**config.mk**
```make
export PLATFORM = sky130hd
export DESIGN_NAME = evt_irq_aggregator
export DESIGN_NICKNAME = d
export VERILOG_FILES = /design/src/rtl/evt_agg_pkg.sv /design/src/rtl/evt_status_bank.sv /design/src/rtl/evt_mask_bank.sv /design/src/rtl/evt_lowest_first.sv /design/src/rtl/evt_irq_aggregator.sv
export SDC_FILE = /design/constraint.sdc
export NUM_CORES = 1
export LEC_CHECK = 0
export BUFFER_PORTS_ARGS = -buffer_cell sky130_fd_sc_hd__buf_2
export CAP_MARGIN = 20
export CORE_ASPECT_RATIO = 0.7
export CORE_MARGIN = 1
export CORE_UTILIZATION = 48
export DETAILED_ROUTE_END_ITERATION = 16
export PLACE_DENSITY_LB_ADDON = 0.25
export SLEW_MARGIN = 20
export SYNTH_ARGS = -nofsm -noshare
export SYNTH_HDL_FRONTEND = slang
export SYNTH_SLANG_ARGS = --single-unit
```
**constraint.sdc**
```tcl
create_clock -name clk -period 2.9 [get_ports clk]
set_input_delay 0.435 -clock clk [delete_from_list [all_inputs] [get_ports clk]]
set_output_delay 0.435 -clock clk [all_outputs]
set_load 0.05 [all_outputs]
```
**src/rtl/evt_agg_pkg.sv**
```systemverilog
package evt_agg_pkg;

  localparam int VEC_PAGE  = 4;   // offset 0x40 page
  localparam int MASK_PAGE = 1;   // first mask page, 0x10

  typedef enum logic [1:0] {
    RG_NONE = 2'd0,
    RG_STAT = 2'd1,
    RG_MASK = 2'd2,
    RG_VEC  = 2'd3
  } region_e;

  typedef struct packed {
    region_e    region;
    logic [1:0] grp;
    logic [1:0] word;
  } decode_t;

endpackage

```
**src/rtl/evt_status_bank.sv**
```systemverilog
module evt_status_bank #(
  parameter int WORDS  = 3,
  parameter int WORD_W = 32,
  localparam int EVENTS = WORDS * WORD_W
) (
  input  logic              clk,
  input  logic              rst_n,
  input  logic [EVENTS-1:0] evt_i,
  input  logic              ack_en,
  input  logic [1:0]        ack_word,
  input  logic [WORD_W-1:0] ack_data,
  output logic [EVENTS-1:0] status_o
);

  for (genvar w = 0; w < WORDS; w++) begin : g_word
    logic [WORD_W-1:0] word_q;
    logic [WORD_W-1:0] clr;

    always_comb begin
      clr = '0;
      if (ack_en && (int'(ack_word) == w)) clr = ack_data;
    end

    // a new pulse takes precedence over a same-cycle acknowledge
    always_ff @(posedge clk or negedge rst_n) begin
      if (!rst_n) word_q <= '0;
      else        word_q <= (word_q & ~clr) | evt_i[w*WORD_W +: WORD_W];
    end

    assign status_o[w*WORD_W +: WORD_W] = word_q;
  end

endmodule

```
**src/rtl/evt_mask_bank.sv**
```systemverilog
module evt_mask_bank #(
  parameter int WORDS  = 3,
  parameter int WORD_W = 32,
  localparam int EVENTS = WORDS * WORD_W
) (
  input  logic              clk,
  input  logic              rst_n,
  input  logic              wr_en,
  input  logic [1:0]        wr_word,
  input  logic [WORD_W-1:0] wr_data,
  output logic [EVENTS-1:0] mask_o
);

  for (genvar w = 0; w < WORDS; w++) begin : g_word
    logic [WORD_W-1:0] word_q;

    always_ff @(posedge clk or negedge rst_n) begin
      if (!rst_n)                                word_q <= '0;
      else if (wr_en && (int'(wr_word) == w))    word_q <= wr_data;
    end

    assign mask_o[w*WORD_W +: WORD_W] = word_q;
  end

endmodule

```
**src/rtl/evt_lowest_first.sv**
```systemverilog
module evt_lowest_first #(
  parameter int N     = 96,
  parameter int IDX_W = $clog2(N)
) (
  input  logic [N-1:0]     pend_i,
  output logic             found_o,
  output logic [IDX_W-1:0] idx_o
);

  // scan from the top so the lowest set bit is the last one taken
  always_comb begin
    found_o = 1'b0;
    idx_o   = '0;
    for (int i = N - 1; i >= 0; i--) begin
      if (pend_i[i]) begin
        found_o = 1'b1;
        idx_o   = IDX_W'(i);
      end
    end
  end

endmodule

```
**src/rtl/evt_irq_aggregator.sv**
```systemverilog
module evt_irq_aggregator
  import evt_agg_pkg::*;
#(
  parameter int WORDS  = 3,
  parameter int WORD_W = 32,
  parameter int LINES  = 3,
  parameter int ADDR_W = 8,
  parameter int DATA_W = 32
) (
  input  logic                    clk,
  input  logic                    rst_n,
  input  logic                    req_valid,
  output logic                    req_ready,
  input  logic                    req_write,
  input  logic [ADDR_W-1:0]       req_addr,
  input  logic [DATA_W-1:0]       req_wdata,
  output logic                    rsp_valid,
  input  logic                    rsp_ready,
  output logic [DATA_W-1:0]       rsp_rdata,
  input  logic [WORDS*WORD_W-1:0] evt_i,
  output logic [LINES-1:0]        irq_o
);

  localparam int EVENTS = WORDS * WORD_W;
  localparam int IDX_W  = $clog2(EVENTS);
  localparam int PAD_W  = DATA_W - 1 - IDX_W;

  // ---------------- request decode ----------------
  logic    req_fire;
  logic    wr_fire;
  decode_t dec;

  assign req_ready = !rsp_valid || rsp_ready;
  assign req_fire  = req_valid && req_ready;
  assign wr_fire   = req_fire && req_write;

  always_comb begin
    dec = '{region: RG_NONE, grp: 2'd0, word: 2'd0};
    if (req_addr[1:0] == 2'b00) begin
      if (int'(req_addr[ADDR_W-1:4]) == 0 && int'(req_addr[3:2]) < WORDS) begin
        dec.region = RG_STAT;
        dec.word   = req_addr[3:2];
      end else if (int'(req_addr[ADDR_W-1:4]) >= MASK_PAGE &&
                   int'(req_addr[ADDR_W-1:4]) < MASK_PAGE + LINES &&
                   int'(req_addr[3:2]) < WORDS) begin
        dec.region = RG_MASK;
        dec.grp    = 2'(int'(req_addr[ADDR_W-1:4]) - MASK_PAGE);
        dec.word   = req_addr[3:2];
      end else if (int'(req_addr[ADDR_W-1:4]) == VEC_PAGE &&
                   int'(req_addr[3:2]) < LINES) begin
        dec.region = RG_VEC;
        dec.grp    = req_addr[3:2];
      end
    end
  end

  // ---------------- status words ----------------
  logic [EVENTS-1:0] status_q;
  logic              ack_en;

  assign ack_en = wr_fire && (dec.region == RG_STAT);

  evt_status_bank #(.WORDS(WORDS), .WORD_W(WORD_W)) u_status (
    .clk      (clk),
    .rst_n    (rst_n),
    .evt_i    (evt_i),
    .ack_en   (ack_en),
    .ack_word (dec.word),
    .ack_data (req_wdata[WORD_W-1:0]),
    .status_o (status_q)
  );

  // ---------------- per-line masks, pending, vector ----------------
  logic [EVENTS-1:0] mask_all [LINES];
  logic [DATA_W-1:0] vec_word [LINES];
  logic [LINES-1:0]  pend_any;
  logic [LINES-1:0]  vec_valid;
  logic [LINES-1:0]  irq_q;

  for (genvar g = 0; g < LINES; g++) begin : g_line
    logic              mwr;
    logic [EVENTS-1:0] pend;
    logic [IDX_W-1:0]  low_idx;

    assign mwr = wr_fire && (dec.region == RG_MASK) && (int'(dec.grp) == g);

    evt_mask_bank #(.WORDS(WORDS), .WORD_W(WORD_W)) u_mask (
      .clk     (clk),
      .rst_n   (rst_n),
      .wr_en   (mwr),
      .wr_word (dec.word),
      .wr_data (req_wdata[WORD_W-1:0]),
      .mask_o  (mask_all[g])
    );

    assign pend        = status_q & mask_all[g];
    assign pend_any[g] = |pend;

    evt_lowest_first #(.N(EVENTS), .IDX_W(IDX_W)) u_low (
      .pend_i  (pend),
      .found_o (vec_valid[g]),
      .idx_o   (low_idx)
    );

    assign vec_word[g] = vec_valid[g] ? {1'b1, {PAD_W{1'b0}}, low_idx} : '0;

    always_ff @(posedge clk or negedge rst_n) begin
      if (!rst_n) irq_q[g] <= 1'b0;
      else        irq_q[g] <= pend_any[g];
    end
  end

  assign irq_o = irq_q;

  // ---------------- read path ----------------
  logic [DATA_W-1:0] rd_data;
  logic [DATA_W-1:0] rsp_q;
  logic              rsp_v_q;

  always_comb begin
    rd_data = '0;
    unique case (dec.region)
      RG_STAT: rd_data = DATA_W'(status_q[int'(dec.word)*WORD_W +: WORD_W]);
      RG_MASK: rd_data = DATA_W'(mask_all[dec.grp][int'(dec.word)*WORD_W +: WORD_W]);
      RG_VEC:  rd_data = vec_word[dec.grp];
      default: rd_data = '0;
    endcase
  end

  always_ff @(posedge clk or negedge rst_n) begin
    if (!rst_n) begin
      rsp_v_q <= 1'b0;
      rsp_q   <= '0;
    end else if (req_fire && !req_write) begin
      rsp_v_q <= 1'b1;
      rsp_q   <= rd_data;
    end else if (rsp_ready) begin
      rsp_v_q <= 1'b0;
    end
  end

  assign rsp_valid = rsp_v_q;
  assign rsp_rdata = rsp_q;

endmodule

```
==> reports/results.tsv <==
metric	value	unit
CP dominant cell by count	buf_4	
yosys warns	0	
Distinct cells, synth	75	
Seq cells post-synth	420	
die area	51900	um^2
r2r setup slk	-0.04	ns
Mapped Cells	2534	
first-pass GRT wire length	173	mm
# DRC	0	
commonest non-fill, non-tap cell in the layout	buf_4	
crit path to	rsp_rdata[0]	
failing checks	negative setup slack	
Vias per Instance	6.94	
Num CTS Buffers	44	
RSZ-0062 raised after global routing	true	
cell area after synthesis	24500	um^2
CP Cell Sequence	a22oi_2 -> nor4b_2 -> buf_4 -> nor4b_2 -> buf_4 -> nand4_1 -> buf_4 -> a21oi_1 -> nor4_2 -> o211ai_1 -> o211ai_1	
critical path type	flip-flop to flip-flop	
CTS clock-pin slew for the worst setup and hold paths	0.06	ns
Slew @ Worst Pin	0.949	ns
global route overflow	0	
worst reg-to-reg path cell count	11	
DIE WIDTH	272	um
CP Max Fanout	6	
Final nets	3265	
chip height	191	um
GP Congestion	1.10	
CP Launch Type	flip-flop	
vias in the first global route	25100	
most frequent cells in the layout	buf_4, dfrtp_1, nand2_1	
Post-synth EDFFs	0	
Max-Cap Viols	0	
PD cells	435	nW/um^2
slowest library cell on the worst path	nor4_2	
Gate power share	15.1	%
core area	49800	um^2
Pre-antenna DRT Iters	9	
DR WL/cell	31.6	um
Critical Path Source	u_status.g_word[2].word_q[31]	
I/O Pins	178	
Area Growth Syn to Fin	31.0	%
Clock Tree Buf Depth	3	
max-slew violation count	0	
hold crit path type	primary input to flip-flop	
antenna viol nets, final	0	
crit end category	flip-flop	
sequential element share of the synthesized area	43.0	%
worst-skew pair later-pin latency	0.60	ns
Initial DRC Count	4436	
sum of buffers and inverters on the critical path	3	
vias	26500	
hpwl dp	93.3	mm
data required time of the worst path	3.41	ns
Cell Int Power	9.95	mW
CP Depth	11	
Syn Nets	2682	
status	finished with violations	
top_reg_cell synth	dfrtp_1	
VDD IR-drop max	509	uV
reg-to-reg startpoint	u_status.g_word[2].word_q[31]	
largest net degree at the start of global routing	79	
initial antenna violation count	10	
H-tree depth	2	
Post-synth ARST share	100	%
crit-path max cell delay	0.71	ns
crit share post-route	101	%
Final Hold Viols	0	
crit path DAT	3.45	ns
max_slew headroom	36.7	%
clk sinks	420	
post-synth top area share	43.0	%
Mapped Avg Cell Area	9.65	um^2
final clock skew	0.0201	ns
Synth area leaders	dfrtp_1, mux2_2, nand2_1, a22oi_1, a22o_1	
clock network power share	41.1	%
part of the power in registers	43.8	%
Max Clk Rate	340	MHz
Total Wirelength	121	mm
Power Total	13.9	mW
Setup WS post-layout	-0.0402	ns
clk root buf	clkbuf_16	
CTS tree	done	
Fin Hold WS	0.0112	ns
Final min period	2.94	ns
Starting Density	49.1	%
Yosys top cell by area	dfrtp_1	
sw frac	28.6	%
# rows	68	
r2r endpoint	rsp_rdata[0]	
Top Family by Delay on Critical Path	simple AND/OR/NAND/NOR gates	
P_sw	3.98	mW
setup violators final	1	
Core Util, Final	64.3	%
layout cells sized above 1	38.1	%
# port buffers	177	
GRT Total Usage	46.0	%
Leakage Power	14.8	nW
## how the worst min path moves through the flow
stage	slack [ns]	start	depth (start not counted)	to
2_1_floorplan	0.14	rst_n	0	g_line[0].u_mask.g_word[0].word_q[0]
3_3_place_gp	0.47	rsp_rdata[30]	2	rsp_rdata[30]
3_5_place_dp	0.48	rsp_rdata[30]	2	rsp_rdata[30]
4_1_cts	0.003	evt_i[16]	2	u_status.g_word[0].word_q[16]
5_1_grt	0.009	evt_i[19]	2	u_status.g_word[0].word_q[19]
6_report	0.01	evt_i[72]	2	u_status.g_word[2].word_q[8]
## cells in the mapped netlist, drive strengths merged (4+ instances only)
library cell  number
o22ai              4
and2              22
ha                 7
a31oi             31
a2111oi            9
nor4              33
a21boi             5
a22o              93
a32oi             30
o31ai              8
a311oi             4
a211oi             9
o221ai            27
a21o             105
o21a               6
nand3             39
a222oi             9
a21oi             96
nor2              98
nor4b              4
clkbuf           194
a32o              23
nand4             45
dfrtp            420
a22oi            176
nor2b              8
nand2            377
nand2b            20
o21ai            112
inv               13
buf               46
o2111ai           17
nor3              14
and4               4
mux2             288
o211ai            27
and3               5
a221oi            58
## kinds of logic (layout without fill, tap and decap cells)
group                      after synthesis  in the layout  share of synthesized area (%)
AOI/OAI and AO/OA                      879            879                           26.5
adders and majority gates                7              7                          0.358
buffers and inverters                  253            866                           4.10
DFF                                    420            420                           43.0
muxes                                  288            288                           13.3
other                                    0              2                              0
and+or+nand+nor                        687            687                           12.8
## sequential cells by signal (all words and copies together), names as in the netlist
| signal | count |
|---|---|
| u_status.g_word.word_q | 96 |
| g_line.u_mask.g_word.word_q | 288 |
| rsp_valid | 1 |
| rsp_rdata | 32 |
| irq_o | 3 |
## power groups by stage
stage | Sequential (mW) | Clock, mW | Combinational (mW)
5_1_grt | 6.11 | 5.97 | 2.17
2_1_floorplan | 6.20 | 0 | 0.735
3_3_place_gp | 6.19 | 0 | 1.94
4_1_cts | 6.09 | 5.74 | 1.99
6_report | 6.10 | 5.73 | 2.11
3_5_place_dp | 6.20 | 0 | 1.95
## what timing repair did
action / in CTS / in global routing
hold endpoints to repair: 65 / 0
gates resized for setup: 26 / 26
pin swaps: 2 / 8
endpoints found under the setup margin: 8 / 7
setup buffers: 3 / 3
hold buffers: 1 / 0
## area by class of cell
| cell class | instances | area, um^2 |
|---|---|---|
| Clock inverter | 10 | 92.6 |
| Multi-Input combinational cell | 1861 | 13300 |
| Tap cell | 665 | 832 |
| Sequential cell | 420 | 10500 |
| Clock buffer | 66 | 1310 |
| Antenna cell | 2 | 5.00 |
| Timing Repair Buffer | 777 | 5960 |
| Fill cell | 4122 | 17700 |
| Inverter | 13 | 48.8 |
## through the flow
step	worst slack, ns	TNS (ns)	instances	area (um^2)
detailed placement	-0.492	-66.09	3729	30300
global placement	-0.481	-61.14	3729	30300
floorplan	-0.0352	-2.10	2534	24500
global route	-0.00274	-0.00460	3812	32000
CTS	0.00886	0	3809	31900
finish	-0.0402	-0.0402	3814	32000
## per-layer routing
layer	vias up	global-route usage, %	routed length (um)
met5	-	0	197
met4	12	13.5	4090
met3	349	19.0	18600
met2	2086	63.7	48200
met1	13200	65.0	49400
li1	10900	-	-
## worst reg2reg max path, stage by stage (launching register included)
cell and delay (ns):
dfrtp_1 0.56, a22oi_2 0.17, nor4b_2 0.21, buf_4 0.17, nor4b_2 0.17, buf_4 0.15, nand4_1 0.07, buf_4 0.16
a21oi_1 0.09, nor4_2 0.71, o211ai_1 0.20, o211ai_1 0.20
Note: power is estimated with default switching activity, not from simulation.
